### src/rtl/zbt_pkg.sv
package zbt_pkg;

    localparam int STB_W   = 6;
    localparam int SB_FETCH = 0;
    localparam int SB_MEM   = 1;
    localparam int SB_IO    = 2;
    localparam int SB_RD    = 3;
    localparam int SB_WR    = 4;
    localparam int SB_RFSH  = 5;

    typedef enum logic [2:0] {
        K_IDLE  = 3'd0,
        K_FETCH = 3'd1,
        K_MRD   = 3'd2,
        K_MWR   = 3'd3,
        K_IORD  = 3'd4,
        K_IOWR  = 3'd5,
        K_RFSH  = 3'd6,
        K_IACK  = 3'd7
    } kind_e;

    typedef struct packed {
        logic  lo;
        kind_e kind;
        logic  first;
    } meta_t;

    function automatic kind_e classify(input logic [STB_W-1:0] sn);
        logic f, mq, io, rd, wr, rf;
        kind_e k;
        f  = !sn[SB_FETCH];
        mq = !sn[SB_MEM];
        io = !sn[SB_IO];
        rd = !sn[SB_RD];
        wr = !sn[SB_WR];
        rf = !sn[SB_RFSH];
        if (rf)                  k = K_RFSH;
        else if (f && io && !mq) k = K_IACK;
        else if (f)              k = K_FETCH;
        else if (mq && rd)       k = K_MRD;
        else if (mq && wr)       k = K_MWR;
        else if (io && rd)       k = K_IORD;
        else if (io && wr)       k = K_IOWR;
        else                     k = K_IDLE;
        return k;
    endfunction

endpackage

### src/rtl/zbt_capture.sv
module zbt_capture import zbt_pkg::*; #(
    parameter int A_W = 16,
    parameter int D_W = 8
) (
    input  logic             clk,
    input  logic             rst,
    input  logic             bus_clk,
    input  logic [STB_W-1:0] strobe_n,
    input  logic [A_W-1:0]   bus_addr,
    input  logic [D_W-1:0]   bus_data,
    input  logic             addr_float,
    input  logic             data_float,
    output logic             smp_evt,
    output logic             smp_lo,
    output logic [STB_W-1:0] smp_strobe_n,
    output logic [A_W-1:0]   smp_addr,
    output logic [D_W-1:0]   smp_data,
    output logic             smp_addr_float,
    output logic             smp_data_float
);
    logic lvl_q, lvl_qq;
    logic [A_W-1:0] addr_q;
    logic [D_W-1:0] data_q;

    always_ff @(posedge clk) begin
        if (rst) begin
            lvl_q          <= 1'b0;
            lvl_qq         <= 1'b0;
            smp_strobe_n   <= '1;
            addr_q         <= '0;
            data_q         <= '0;
            smp_addr_float <= 1'b0;
            smp_data_float <= 1'b0;
        end else begin
            lvl_q          <= bus_clk;
            lvl_qq         <= lvl_q;
            smp_strobe_n   <= strobe_n;
            addr_q         <= bus_addr;
            data_q         <= bus_data;
            smp_addr_float <= addr_float;
            smp_data_float <= data_float;
        end
    end

    assign smp_evt  = lvl_q ^ lvl_qq;
    assign smp_lo   = ~lvl_q;
    assign smp_addr = smp_addr_float ? '0 : addr_q;
    assign smp_data = smp_data_float ? '0 : data_q;
endmodule

### src/rtl/zbt_tstate.sv
module zbt_tstate import zbt_pkg::*; #(
    parameter int T_W   = 5,
    parameter int CNT_W = 16
) (
    input  logic             clk,
    input  logic             rst,
    input  logic             smp_evt,
    input  logic             smp_lo,
    input  logic [STB_W-1:0] smp_strobe_n,
    output logic [T_W-1:0]   t_cur,
    output logic [CNT_W-1:0] cnt_cur
);
    localparam logic [T_W-1:0] T_MAX = '1;

    logic [T_W-1:0]   t_reg;
    logic [CNT_W-1:0] cnt_reg;
    logic             fetch_prev;
    logic             fetch_now;
    logic             hi_evt;

    assign fetch_now = !smp_strobe_n[SB_FETCH];
    assign hi_evt    = smp_evt && !smp_lo;

    always_comb begin
        t_cur   = t_reg;
        cnt_cur = cnt_reg;
        if (hi_evt) begin
            cnt_cur = cnt_reg + 1'b1;
            if (fetch_now && !fetch_prev) t_cur = {{(T_W-1){1'b0}}, 1'b1};
            else if (t_reg != T_MAX)      t_cur = t_reg + 1'b1;
        end
    end

    always_ff @(posedge clk) begin
        if (rst) begin
            t_reg      <= '0;
            cnt_reg    <= '0;
            fetch_prev <= 1'b0;
        end else if (hi_evt) begin
            t_reg      <= t_cur;
            cnt_reg    <= cnt_cur;
            fetch_prev <= fetch_now;
        end
    end
endmodule

### src/rtl/zbt_emit.sv
module zbt_emit import zbt_pkg::*; #(
    parameter int A_W   = 16,
    parameter int D_W   = 8,
    parameter int T_W   = 5,
    parameter int CNT_W = 16
) (
    input  logic             clk,
    input  logic             rst,
    input  logic             smp_evt,
    input  logic             smp_lo,
    input  logic [STB_W-1:0] smp_strobe_n,
    input  logic [A_W-1:0]   smp_addr,
    input  logic [D_W-1:0]   smp_data,
    input  logic             smp_addr_float,
    input  logic             smp_data_float,
    input  logic [T_W-1:0]   t_cur,
    input  logic [CNT_W-1:0] cnt_cur,
    input  logic             cfg_low_en,
    input  logic             cfg_show_rfsh,
    input  logic             ovf_clr,
    input  logic             rec_ready,
    output logic             push,
    output logic             rec_valid,
    output logic [CNT_W-1:0] rec_clk_cnt,
    output logic [T_W-1:0]   rec_tstate,
    output logic [STB_W-1:0] rec_strobe_n,
    output logic [A_W-1:0]   rec_addr,
    output logic [D_W-1:0]   rec_data,
    output logic             rec_addr_float,
    output logic             rec_data_float,
    output meta_t            rec_meta,
    output logic             ovf
);
    kind_e kind_now, kind_prev;
    logic  keep_phase, want, busy, drop;
    meta_t meta_now;

    assign kind_now   = classify(smp_strobe_n);
    assign keep_phase = !smp_lo || cfg_low_en;
    assign want       = smp_evt && keep_phase && (kind_now != K_RFSH || cfg_show_rfsh);
    assign busy       = rec_valid && !rec_ready;
    assign push       = want && !busy;
    assign drop       = want && busy;

    always_comb begin
        meta_now.lo    = smp_lo;
        meta_now.kind  = kind_now;
        meta_now.first = (kind_now != kind_prev);
    end

    always_ff @(posedge clk) begin
        if (rst) begin
            rec_valid      <= 1'b0;
            ovf            <= 1'b0;
            kind_prev      <= K_IDLE;
            rec_clk_cnt    <= '0;
            rec_tstate     <= '0;
            rec_strobe_n   <= '1;
            rec_addr       <= '0;
            rec_data       <= '0;
            rec_addr_float <= 1'b0;
            rec_data_float <= 1'b0;
            rec_meta       <= '{lo: 1'b0, kind: K_IDLE, first: 1'b0};
        end else begin
            if (smp_evt && keep_phase) kind_prev <= kind_now;
            if (push) begin
                rec_valid      <= 1'b1;
                rec_clk_cnt    <= cnt_cur;
                rec_tstate     <= t_cur;
                rec_strobe_n   <= smp_strobe_n;
                rec_addr       <= smp_addr;
                rec_data       <= smp_data;
                rec_addr_float <= smp_addr_float;
                rec_data_float <= smp_data_float;
                rec_meta       <= meta_now;
            end else if (rec_ready) begin
                rec_valid <= 1'b0;
            end
            if (drop)         ovf <= 1'b1;
            else if (ovf_clr) ovf <= 1'b0;
        end
    end
endmodule

### src/rtl/zbus_trace.sv
module zbus_trace import zbt_pkg::*; #(
    parameter int A_W   = 16,
    parameter int D_W   = 8,
    parameter int T_W   = 5,
    parameter int CNT_W = 16
) (
    input  logic             clk,
    input  logic             rst,
    input  logic             bus_clk,
    input  logic [5:0]       strobe_n,
    input  logic [A_W-1:0]   bus_addr,
    input  logic [D_W-1:0]   bus_data,
    input  logic             addr_float,
    input  logic             data_float,
    input  logic             cfg_low_en,
    input  logic             cfg_show_rfsh,
    input  logic             ovf_clr,
    input  logic             rec_ready,
    output logic             rec_valid,
    output logic [CNT_W-1:0] rec_clk_cnt,
    output logic             rec_phase_lo,
    output logic [T_W-1:0]   rec_tstate,
    output logic [5:0]       rec_strobe_n,
    output logic [A_W-1:0]   rec_addr,
    output logic [D_W-1:0]   rec_data,
    output logic             rec_addr_float,
    output logic             rec_data_float,
    output logic [2:0]       rec_kind,
    output logic             rec_first,
    output logic             ovf
);
    logic             smp_evt, smp_lo, smp_af, smp_df, push;
    logic [STB_W-1:0] smp_sn;
    logic [A_W-1:0]   smp_addr;
    logic [D_W-1:0]   smp_data;
    logic [T_W-1:0]   t_cur;
    logic [CNT_W-1:0] cnt_cur;
    meta_t            rec_meta;

    zbt_capture #(.A_W(A_W), .D_W(D_W)) u_cap (
        .clk(clk), .rst(rst), .bus_clk(bus_clk), .strobe_n(strobe_n),
        .bus_addr(bus_addr), .bus_data(bus_data),
        .addr_float(addr_float), .data_float(data_float),
        .smp_evt(smp_evt), .smp_lo(smp_lo), .smp_strobe_n(smp_sn),
        .smp_addr(smp_addr), .smp_data(smp_data),
        .smp_addr_float(smp_af), .smp_data_float(smp_df)
    );

    zbt_tstate #(.T_W(T_W), .CNT_W(CNT_W)) u_ts (
        .clk(clk), .rst(rst), .smp_evt(smp_evt), .smp_lo(smp_lo),
        .smp_strobe_n(smp_sn), .t_cur(t_cur), .cnt_cur(cnt_cur)
    );

    zbt_emit #(.A_W(A_W), .D_W(D_W), .T_W(T_W), .CNT_W(CNT_W)) u_emit (
        .clk(clk), .rst(rst), .smp_evt(smp_evt), .smp_lo(smp_lo),
        .smp_strobe_n(smp_sn), .smp_addr(smp_addr), .smp_data(smp_data),
        .smp_addr_float(smp_af), .smp_data_float(smp_df),
        .t_cur(t_cur), .cnt_cur(cnt_cur),
        .cfg_low_en(cfg_low_en), .cfg_show_rfsh(cfg_show_rfsh),
        .ovf_clr(ovf_clr), .rec_ready(rec_ready), .push(push),
        .rec_valid(rec_valid), .rec_clk_cnt(rec_clk_cnt),
        .rec_tstate(rec_tstate), .rec_strobe_n(rec_strobe_n),
        .rec_addr(rec_addr), .rec_data(rec_data),
        .rec_addr_float(rec_addr_float), .rec_data_float(rec_data_float),
        .rec_meta(rec_meta), .ovf(ovf)
    );

    assign rec_phase_lo = rec_meta.lo;
    assign rec_kind     = rec_meta.kind;
    assign rec_first    = rec_meta.first;
endmodule

### config.mk
export PLATFORM = sky130hd
export DESIGN_NAME = zbus_trace
export DESIGN_NICKNAME = d
export VERILOG_FILES = /design/src/rtl/zbt_pkg.sv /design/src/rtl/zbt_capture.sv /design/src/rtl/zbt_tstate.sv /design/src/rtl/zbt_emit.sv /design/src/rtl/zbus_trace.sv
export SDC_FILE = /design/constraint.sdc
export NUM_CORES = 1
export LEC_CHECK = 0
export ABC_AREA = 0
export CORE_AREA = 8 8 121 123
export DETAILED_ROUTE_END_ITERATION = 12
export DIE_AREA = 0 0 129 131
export RECOVER_POWER = 50
export SYNTH_ARGS = -nofsm -noshare
export SYNTH_HDL_FRONTEND = slang
export SYNTH_SLANG_ARGS = --single-unit
### constraint.sdc
create_clock -name clk -period 2.1 [get_ports clk]
set_input_delay 0.42 -clock clk [delete_from_list [all_inputs] [get_ports clk]]
set_output_delay 0.42 -clock clk [all_outputs]
set_load 0.03 [all_outputs]
==> results of run 1 <==
## repair_timing
item | 4_1_cts | 5_1_grt
endpoints found under the setup margin | 0 | 1
hold buffers | 0 | 0
gates resized for setup | 0 | 1
## cell families (layout without fill, tap and decap cells)
| logic type | after synthesis | count (layout) | synth area share (%) |
|---|---|---|---|
| AND/OR/NAND/NOR | 201 | 201 | 24.7 |
| XOR/XNOR | 11 | 11 | 2.21 |
| AO/OA/AOI/OAI | 93 | 93 | 14.0 |
| flip-flops | 119 | 119 | 54.6 |
| adder cells (fa/ha/maj) | 3 | 3 | 0.860 |
| multiplexers | 2 | 2 | 0.459 |
| buffers and inverters | 37 | 147 | 3.27 |
## layer usage
metal  wire, um  track usage, %  vias to the layer above
met1       4860            15.2                     1641
met4        248            6.50                        0
met2       4600            20.0                      107
met3       1020            7.18                       26
li1           -               -                     1812
met5          0               0                        -
## layout make-up
class | count | area, um^2
sequential | 119 | 2380
multi-input combinational | 310 | 1850
clock inverter | 5 | 25.0
tap | 176 | 220
clock buffer | 25 | 475
inverter | 6 | 22.5
timing repair buffer | 111 | 1090
fill | 1252 | 6820
## tightest hold or removal path: stages (launching register included)
cell	delay (ns)
dfxtp_1	0.30
nand2_1	0.05
a21oi_1	0.05
## power breakdown
group,switching [mW],total [mW],internal (mW)
combinational,0.323,0.600,0.277
clock,0.932,2.47,1.54
sequential,0.0634,2.43,2.37
## worst paths after layout
check                               from                     end  depth (start not counted)
setup / recovery  u_emit.rec_strobe_n[5]         rec_strobe_n[5]                          1
hold reg to reg       u_emit.rec_data[4]      u_emit.rec_data[4]                          2
hold / removal        u_emit.rec_data[4]      u_emit.rec_data[4]                          2
setup reg to reg             u_cap.lvl_q  u_emit.rec_clk_cnt[14]                          5
## synthesized netlist by cell type, types with 3 or more instances
cell type / number / area share [%]
a211oi_1: 21 / 3.6
a21o_1: 3 / 0.52
a21oi_1: 37 / 4.2
a311oi_1: 5 / 1.0
a31oi_1: 4 / 0.57
and2_1: 3 / 0.43
buf_1: 3 / 0.26
buf_2: 3 / 0.34
clkbuf_1: 25 / 2.2
dfxtp_1: 119 / 55
ha_1: 3 / 0.86
inv_1: 6 / 0.52
nand2_1: 52 / 4.5
nand2b_1: 4 / 0.57
nand3_1: 6 / 0.69
nand3b_1: 29 / 5.0
nand4_1: 5 / 0.72
nor2_1: 42 / 3.6
nor2b_1: 32 / 4.6
nor3_1: 6 / 0.69
o211ai_1: 3 / 0.52
o21ai_0: 7 / 0.80
or2_2: 6 / 0.86
or3_1: 3 / 0.43
xnor2_1: 4 / 0.80
xor2_1: 7 / 1.4
## through the flow
stage | setup TNS, ns | cells
CTS | 0 | 752
floorplan | 0 | 466
finish | 0 | 752
global placement | 0 | 722
global route | 0 | 752
detailed placement | -0.0447 | 722
==> impl_metrics.tcl, run 1 <==
set metrics [dict create \
    clock_latency_ns 0.41 \
    portBuffers 98 \
    final-setup-viol-count 0 \
    layout-drive-gt1-share_pct 9.20 \
    synth_edf_count 0 \
    area_growth_syn_to_layout_pct 38.8 \
    wire_per_inst_um 14.3 \
    crit_chain "clkdlybuf4s50_1" \
    row_count 42 \
    grt_max_degree 69 \
    cp-start-kind "flop" \
    cts_sinks 119 \
    hpwl_um 7390 \
    yosysUniqueCellTypes 51 \
    syn_avg_cell_area_um2 9.37 \
    path_max_fanout 2 \
    rsz0062_at_grt "no" \
    drtAntennaViolNets 0 \
    maxCapViolCount 0 \
    wl_um 10700 \
    timing.slew.headroom_pct 13.8 \
    coreArea_um2 12900 \
    crit_arrival_ns 1.49 \
    vias 3586 \
    drc 0 \
    fmax_mhz 522 \
    grt_pass1_vias 3616 \
    total_power_mw 5.50 \
    synth_ff_type "dfxtp_1" \
    drtIter0Drc 171 \
    final_nets 607 \
    rrSetupSlack_ns 0.23 \
    tightest_slew_ns 1.29 \
    gp_congestion 0.780 \
    dpl_cell_area_um2 5580 \
    clk_pin_slew_worst_paths_ns 0.05 \
    cts_buffer_depth 2 \
    path_delay_family "buffers and inverters" \
    antenna_found_initial 0 \
    cts_made_buffers 17 \
    die_area_um2 16900 \
    dr.pass1.iters 5 \
    fp.dieH_um 131 \
    start_util_pct 33.9 \
    required_ns 1.68 \
    p_leak_nw 2.20 \
    vdd_drop_max_mv 0.469 \
    grt.total_usage_pct 13.3 \
    final_cell_mix "dfxtp_1, clkdlybuf4s50_1, nand2_1" \
    mostFrequentLayoutCell "dfxtp_1" \
    layout_worst_path_cycle_share_pct 91.2 \
    synth_cells 466 \
    postLayoutCellArea_um2 6060 \
    final_max_slew_viol_count 0 \
    utilization_pct 47.0 \
    max_stage_delay_ns 0.70 \
    fin_skew_ns 0.00769 \
    timing.final.ws_setup_ns 0.185 \
    end_kind "output port" \
    synth-seq-area-share_pct 54.6 \
    io_pins 99 \
    preCtsSetupSlack_ns -0.0242 \
    syn-cell-area_um2 4360 \
    cp_num_buf_inv 1 \
    diodes 0 \
    power_density_nw_per_um2 908 \
    synth_seq_cells 119 \
    hold_viol 0 \
    async_reset_ff_share_pct 0 \
    overflow 0 \
    slowest_stage "clkdlybuf4s50_1" \
    htreeDepth 4 \
    cts_setup_buffers 0 \
    die_x_um 129 \
    hold_class "reg2reg" \
    status "completed" \
    cts-root-buf "clkbuf_16" \
    fin_hold_ws_ns 0.450 \
    yosys_warnings 0 \
    routed_via_density 4.77 \
    critPathKind "reg2out" \
    period_minus_slack_ns 1.91 \
    synth_nets 508 \
    tritoncts "done" \
    grt_first_pass_wirelength_um 17500 \
]
Power figures use the tool's default switching activity.
==> run 2, diff against run 1 <==
--- a/config.mk
+++ b/config.mk
@@ -9,6 +9,7 @@
 export CORE_AREA = 8 8 121 123
 export DETAILED_ROUTE_END_ITERATION = 12
 export DIE_AREA = 0 0 129 131
+export HOLD_SLACK_MARGIN = 0.12
 export RECOVER_POWER = 50
 export SYNTH_ARGS = -nofsm -noshare
 export SYNTH_HDL_FRONTEND = slang
==> constraint.sdc (replaced) <==
create_clock -name clk -period 2.1 [get_ports clk]
set_input_delay 0.42 -clock clk [delete_from_list [all_inputs] [get_ports clk]]
set_output_delay 0.42 -clock clk [all_outputs]
set_load 0.1 [all_outputs]
==> run 2 against run 1 <==
  * The run now ends with capacitance limit, slew limit left
  * Critical path type is now reg2reg
  * Largest cell class unchanged
  * Utilization down 1.4 points
  * Cell count stayed put
  * Final area is 3.1% lower
  * Non-clock buffer count shrank 2
  * Hold slack better by 0.0047 ns
  * Largest power group unchanged
  * Sequential share of layout area rose by 1.3 points
  * Highest routed layer unchanged
  * Combinational power grew 42%
==> impl_metrics.tcl, run 2 (synthesis gave the netlist of run 1 again) <==
set metrics [dict create \
    path_max_fanout 5 \
    total_power_mw 6.04 \
    fin_hold_ws_ns 0.455 \
    timing.rr.start "u_cap.lvl_q" \
    fmax_mhz 521 \
    end_kind "flop" \
    die_x_um 129 \
    maxCapViolCount 1 \
    grt.total_usage_pct 13.0 \
    critPathLaunch "u_cap.lvl_q" \
    tightest_slew_ns 1.50 \
    ctsHoldBuffers 0 \
    cp-start-kind "flop" \
    wire_per_inst_um 13.9 \
    status "finished with violations" \
    overflow 0 \
    rrSetupSlack_ns 0.18 \
    cts_sinks 119 \
    holdCritStartpoint "u_emit.rec_data[5]" \
    cts_made_buffers 17 \
    finalNonFillerCells 752 \
    grt_first_pass_wirelength_um 17100 \
    power_density_nw_per_um2 1030 \
    cts-root-buf "clkbuf_16" \
    tritoncts "done" \
    violations "capacitance limit, slew limit" \
    required_ns 2.39 \
    mostFrequentLayoutCell "dfxtp_1" \
    final-setup-viol-count 0 \
    clk_pin_slew_worst_paths_ns 0.05 \
    diodes 0 \
    final_cell_mix "dfxtp_1, nand2_1, clkbuf_2" \
    rsz0062_at_grt "no" \
    routed_via_density 4.78 \
    drtIter0Drc 161 \
    wl_um 10500 \
    ctsResizeCount 0 \
    period_minus_slack_ns 1.92 \
    drc 0 \
    portBuffers 98 \
    vias 3591 \
    critPathKind "reg2reg" \
    layout-drive-gt1-share_pct 20.5 \
    hold_viol 0 \
    row_count 42 \
    tns_ns 0 \
    grt_pass1_vias 3584 \
    area_growth_syn_to_layout_pct 34.5 \
    vdd_drop_max_mv 0.470 \
    gp_congestion 0.734 \
    hold_class "reg2reg" \
    crit_arrival_ns 2.21 \
    fin_skew_ns 0.0115 \
    timing.slew.headroom_pct -0.324 \
    antenna_found_initial 0 \
    p_leak_nw 2.29 \
    final_nets 605 \
    drtAntennaViolNets 0 \
    die_area_um2 16900 \
    start_util_pct 33.9 \
    utilization_pct 45.6 \
    coreArea_um2 12900 \
    layout_worst_path_cycle_share_pct 91.4 \
    cts_buffer_depth 2 \
    cts_setup_buffers 0 \
    hpwl_um 7300 \
    grt_max_degree 77 \
    final_max_slew_viol_count 75 \
    fp.dieH_um 131 \
    dp.cells 720 \
    htreeDepth 4 \
    clock_latency_ns 0.41 \
    dr.pass1.iters 5 \
    io_pins 99 \
]
[run 2: cell types whose count changed in the layout (fill, tap and decap cells not counted), sizes merged]
cell / previous run / this run
clkinvlp: 0 / 2
clkdlybuf4s50: 97 / 37
clkbuf: 31 / 67
buf: 8 / 28
bufinv: 0 / 2
[run 2: power by group]
part	leakage [nW]	switching [mW]	total [mW]	internal (mW)
combinational	1.04	0.624	0.854	0.230
sequential	0.975	0.0631	2.43	2.36
clock	0.277	0.959	2.75	1.79
[run 2: critical path: stages, from the launching register on]
cell and delay [ns]:
dfxtp_1 0.37, ha_1 0.21, and4_1 0.28, nand3_1 0.17, or3_2 0.50, a311oi_1 0.26
[run 2: layout make-up]
type | count | area, um^2
Clock buffer | 23 | 468
Timing Repair Buffer | 109 | 838
Fill cell | 1245 | 7000
Multi-Input combinational cell | 310 | 1840
Clock inverter | 9 | 100
Inverter | 6 | 22.5
Sequential cell | 119 | 2380
Tap cell | 176 | 220
[run 2: final timing paths]
check                            to  cells after the start
max          u_emit.rec_clk_cnt[14]                      5
min              u_emit.rec_data[5]                      2
max reg2reg  u_emit.rec_clk_cnt[14]                      5
min reg2reg      u_emit.rec_data[5]                      2
[run 2: per-layer routing]
metal	track usage [%]	share of wire, %	vias up
li1	-	-	1807
met1	15.1	46	1664
met2	19.4	43	100
met3	6.41	8.7	20
met4	6.98	2.0	0
met5	0	0	-
[run 2: stage by stage]
stage / instance area (um^2) / setup WS [ns]
finish: 5870 / 0.180
global route: 5870 / 0.0356
detailed placement: 5410 / 0.0957
floorplan: 4370 / 0.159
global placement: 5410 / 0.137
CTS: 5980 / 0.226
==> run 3, diff against run 2 <==
--- a/config.mk
+++ b/config.mk
@@ -10,6 +10,7 @@
 export DETAILED_ROUTE_END_ITERATION = 12
 export DIE_AREA = 0 0 129 131
 export HOLD_SLACK_MARGIN = 0.12
+export PLACE_DENSITY_LB_ADDON = 0.15
 export RECOVER_POWER = 50
 export SYNTH_ARGS = -nofsm -noshare
 export SYNTH_HDL_FRONTEND = slang
==> run 3 against run 2 <==
  * The run now ends clean
  * Non-clock buffer count rose by 4
  * Clock skew is 0.0037 ns lower
  * Sequential power hardly changed
  * Fmax grew 1.0%
  * Via count decreased by 1.7%
  * Global-route usage grew 0.20 points
  * Combinational power shrank 0.7%
  * Clock power up 7%
  * Register-to-register slack improved by 0.02 ns
  * Critical path depth unchanged
  * Largest cell class unchanged
  * Largest power group unchanged
  * Highest routed layer is now met5
==> impl_metrics.tcl, run 3 (synthesis gave the netlist of run 1 again) <==
set metrics [dict create \
    cts_made_buffers 17 \
    final-setup-viol-count 0 \
    hold_class "reg2reg" \
    maxCapViolCount 0 \
    area_growth_syn_to_layout_pct 35.4 \
    fin_hold_ws_ns 0.451 \
    status "completed" \
    vdd_drop_max_mv 0.383 \
    holdCritStartpoint "u_emit.rec_data[6]" \
    ctsHoldBuffers 0 \
    utilization_pct 45.9 \
    coreArea_um2 12900 \
    power_density_nw_per_um2 1050 \
    fp.dieH_um 131 \
    timing.rr.start "u_cap.lvl_q" \
    die_area_um2 16900 \
    final_nets 609 \
    row_count 42 \
    cts_setup_buffers 0 \
    critPathLaunch "u_cap.lvl_q" \
    overflow 0 \
    critPathKind "reg2reg" \
    period_minus_slack_ns 1.90 \
    dr.pass1.iters 4 \
    antenna_found_initial 1 \
    required_ns 2.41 \
    layout_worst_path_cycle_share_pct 90.5 \
    hpwl_um 7410 \
    crit_arrival_ns 2.21 \
    grt_first_pass_wirelength_um 17300 \
    cp_num_buf_inv 0 \
    max_stage_delay_ns 0.50 \
    path_max_fanout 5 \
    layout-drive-gt1-share_pct 20.9 \
    rsz0062_at_grt "no" \
    io_pins 99 \
    drtAntennaViolNets 0 \
    final_max_slew_viol_count 0 \
    cts-root-buf "clkbuf_16" \
    fmax_mhz 526 \
    portBuffers 98 \
    drtIter0Drc 224 \
    vias 3529 \
    cts_buffer_depth 2 \
    final_cell_mix "dfxtp_1, nand2_1, clkbuf_2" \
    grt_pass1_vias 3617 \
    htreeDepth 4 \
    cts_sinks 119 \
    end_kind "flop" \
    gp_congestion 0.787 \
    mostFrequentLayoutCell "dfxtp_1" \
    fin_skew_ns 0.00778 \
    path_delay_family "simple AND/OR/NAND/NOR gates" \
    slowest_stage "or3_2" \
    ctsResizeCount 0 \
    tritoncts "done" \
    rrSetupSlack_ns 0.20 \
    routed_via_density 4.67 \
    diodes 0 \
    hold_viol 0 \
    grt.total_usage_pct 13.2 \
    total_power_mw 6.20 \
    clk_pin_slew_worst_paths_ns 0.05 \
    tns_ns 0 \
    start_util_pct 33.9 \
    p_leak_nw 2.30 \
    wl_um 10500 \
    die_x_um 129 \
    grt_max_degree 59 \
    timing.slew.headroom_pct 23.2 \
    wire_per_inst_um 13.9 \
    crit_chain "ha_1 -> and4_1 -> nand3_1 -> or3_2 -> a311oi_1" \
    drc 0 \
    tightest_slew_ns 1.15 \
    clock_latency_ns 0.41 \
    cp-start-kind "flop" \
]
==> run 3: per-stage QoR <==
step | worst slack (ns) | cells | cell area, um^2
global route | 0.0508 | 756 | 5910
detailed placement | 0.0771 | 724 | 5430
global placement | 0.114 | 724 | 5430
CTS | 0.169 | 756 | 6040
finish | 0.200 | 756 | 5910
floorplan | 0.159 | 466 | 4370
==> run 3: final cells by class <==
type	count	area, um^2
Clock inverter	12	151
Inverter	6	22.5
Tap cell	176	220
Sequential cell	119	2380
Clock buffer	20	457
Fill cell	1280	6970
Multi-Input combinational cell	310	1840
Timing Repair Buffer	113	835
==> run 3: power breakdown <==
| part | switching, mW | leakage, nW | total, mW | internal [mW] |
|---|---|---|---|---|
| registers | 0.0644 | 0.975 | 2.43 | 2.36 |
| logic | 0.621 | 1.04 | 0.848 | 0.227 |
| clock network | 1.01 | 0.284 | 2.93 | 1.92 |
==> run 3: final timing paths <==
kind                             to  cells after the start
max          u_emit.rec_clk_cnt[14]                      5
min reg2reg      u_emit.rec_data[6]                      2
max reg2reg  u_emit.rec_clk_cnt[14]                      5
min              u_emit.rec_data[6]                      2
==> run 3: worst reg2reg max path, delay by kind of cell (launching register included) <==
kind	cells	cell delay, ns
AO/OA/AOI/OAI	1	0.28
adder cells (fa/ha/maj)	1	0.21
AND/OR/NAND/NOR	3	0.95
flip-flops	1	0.36
==> run 3: metal layers <==
layer  wire length (um)  track usage (%)
met3               1030             7.18
met4                150             6.84
met1               4740             15.3
met2               4600             19.3
met5                 13                0
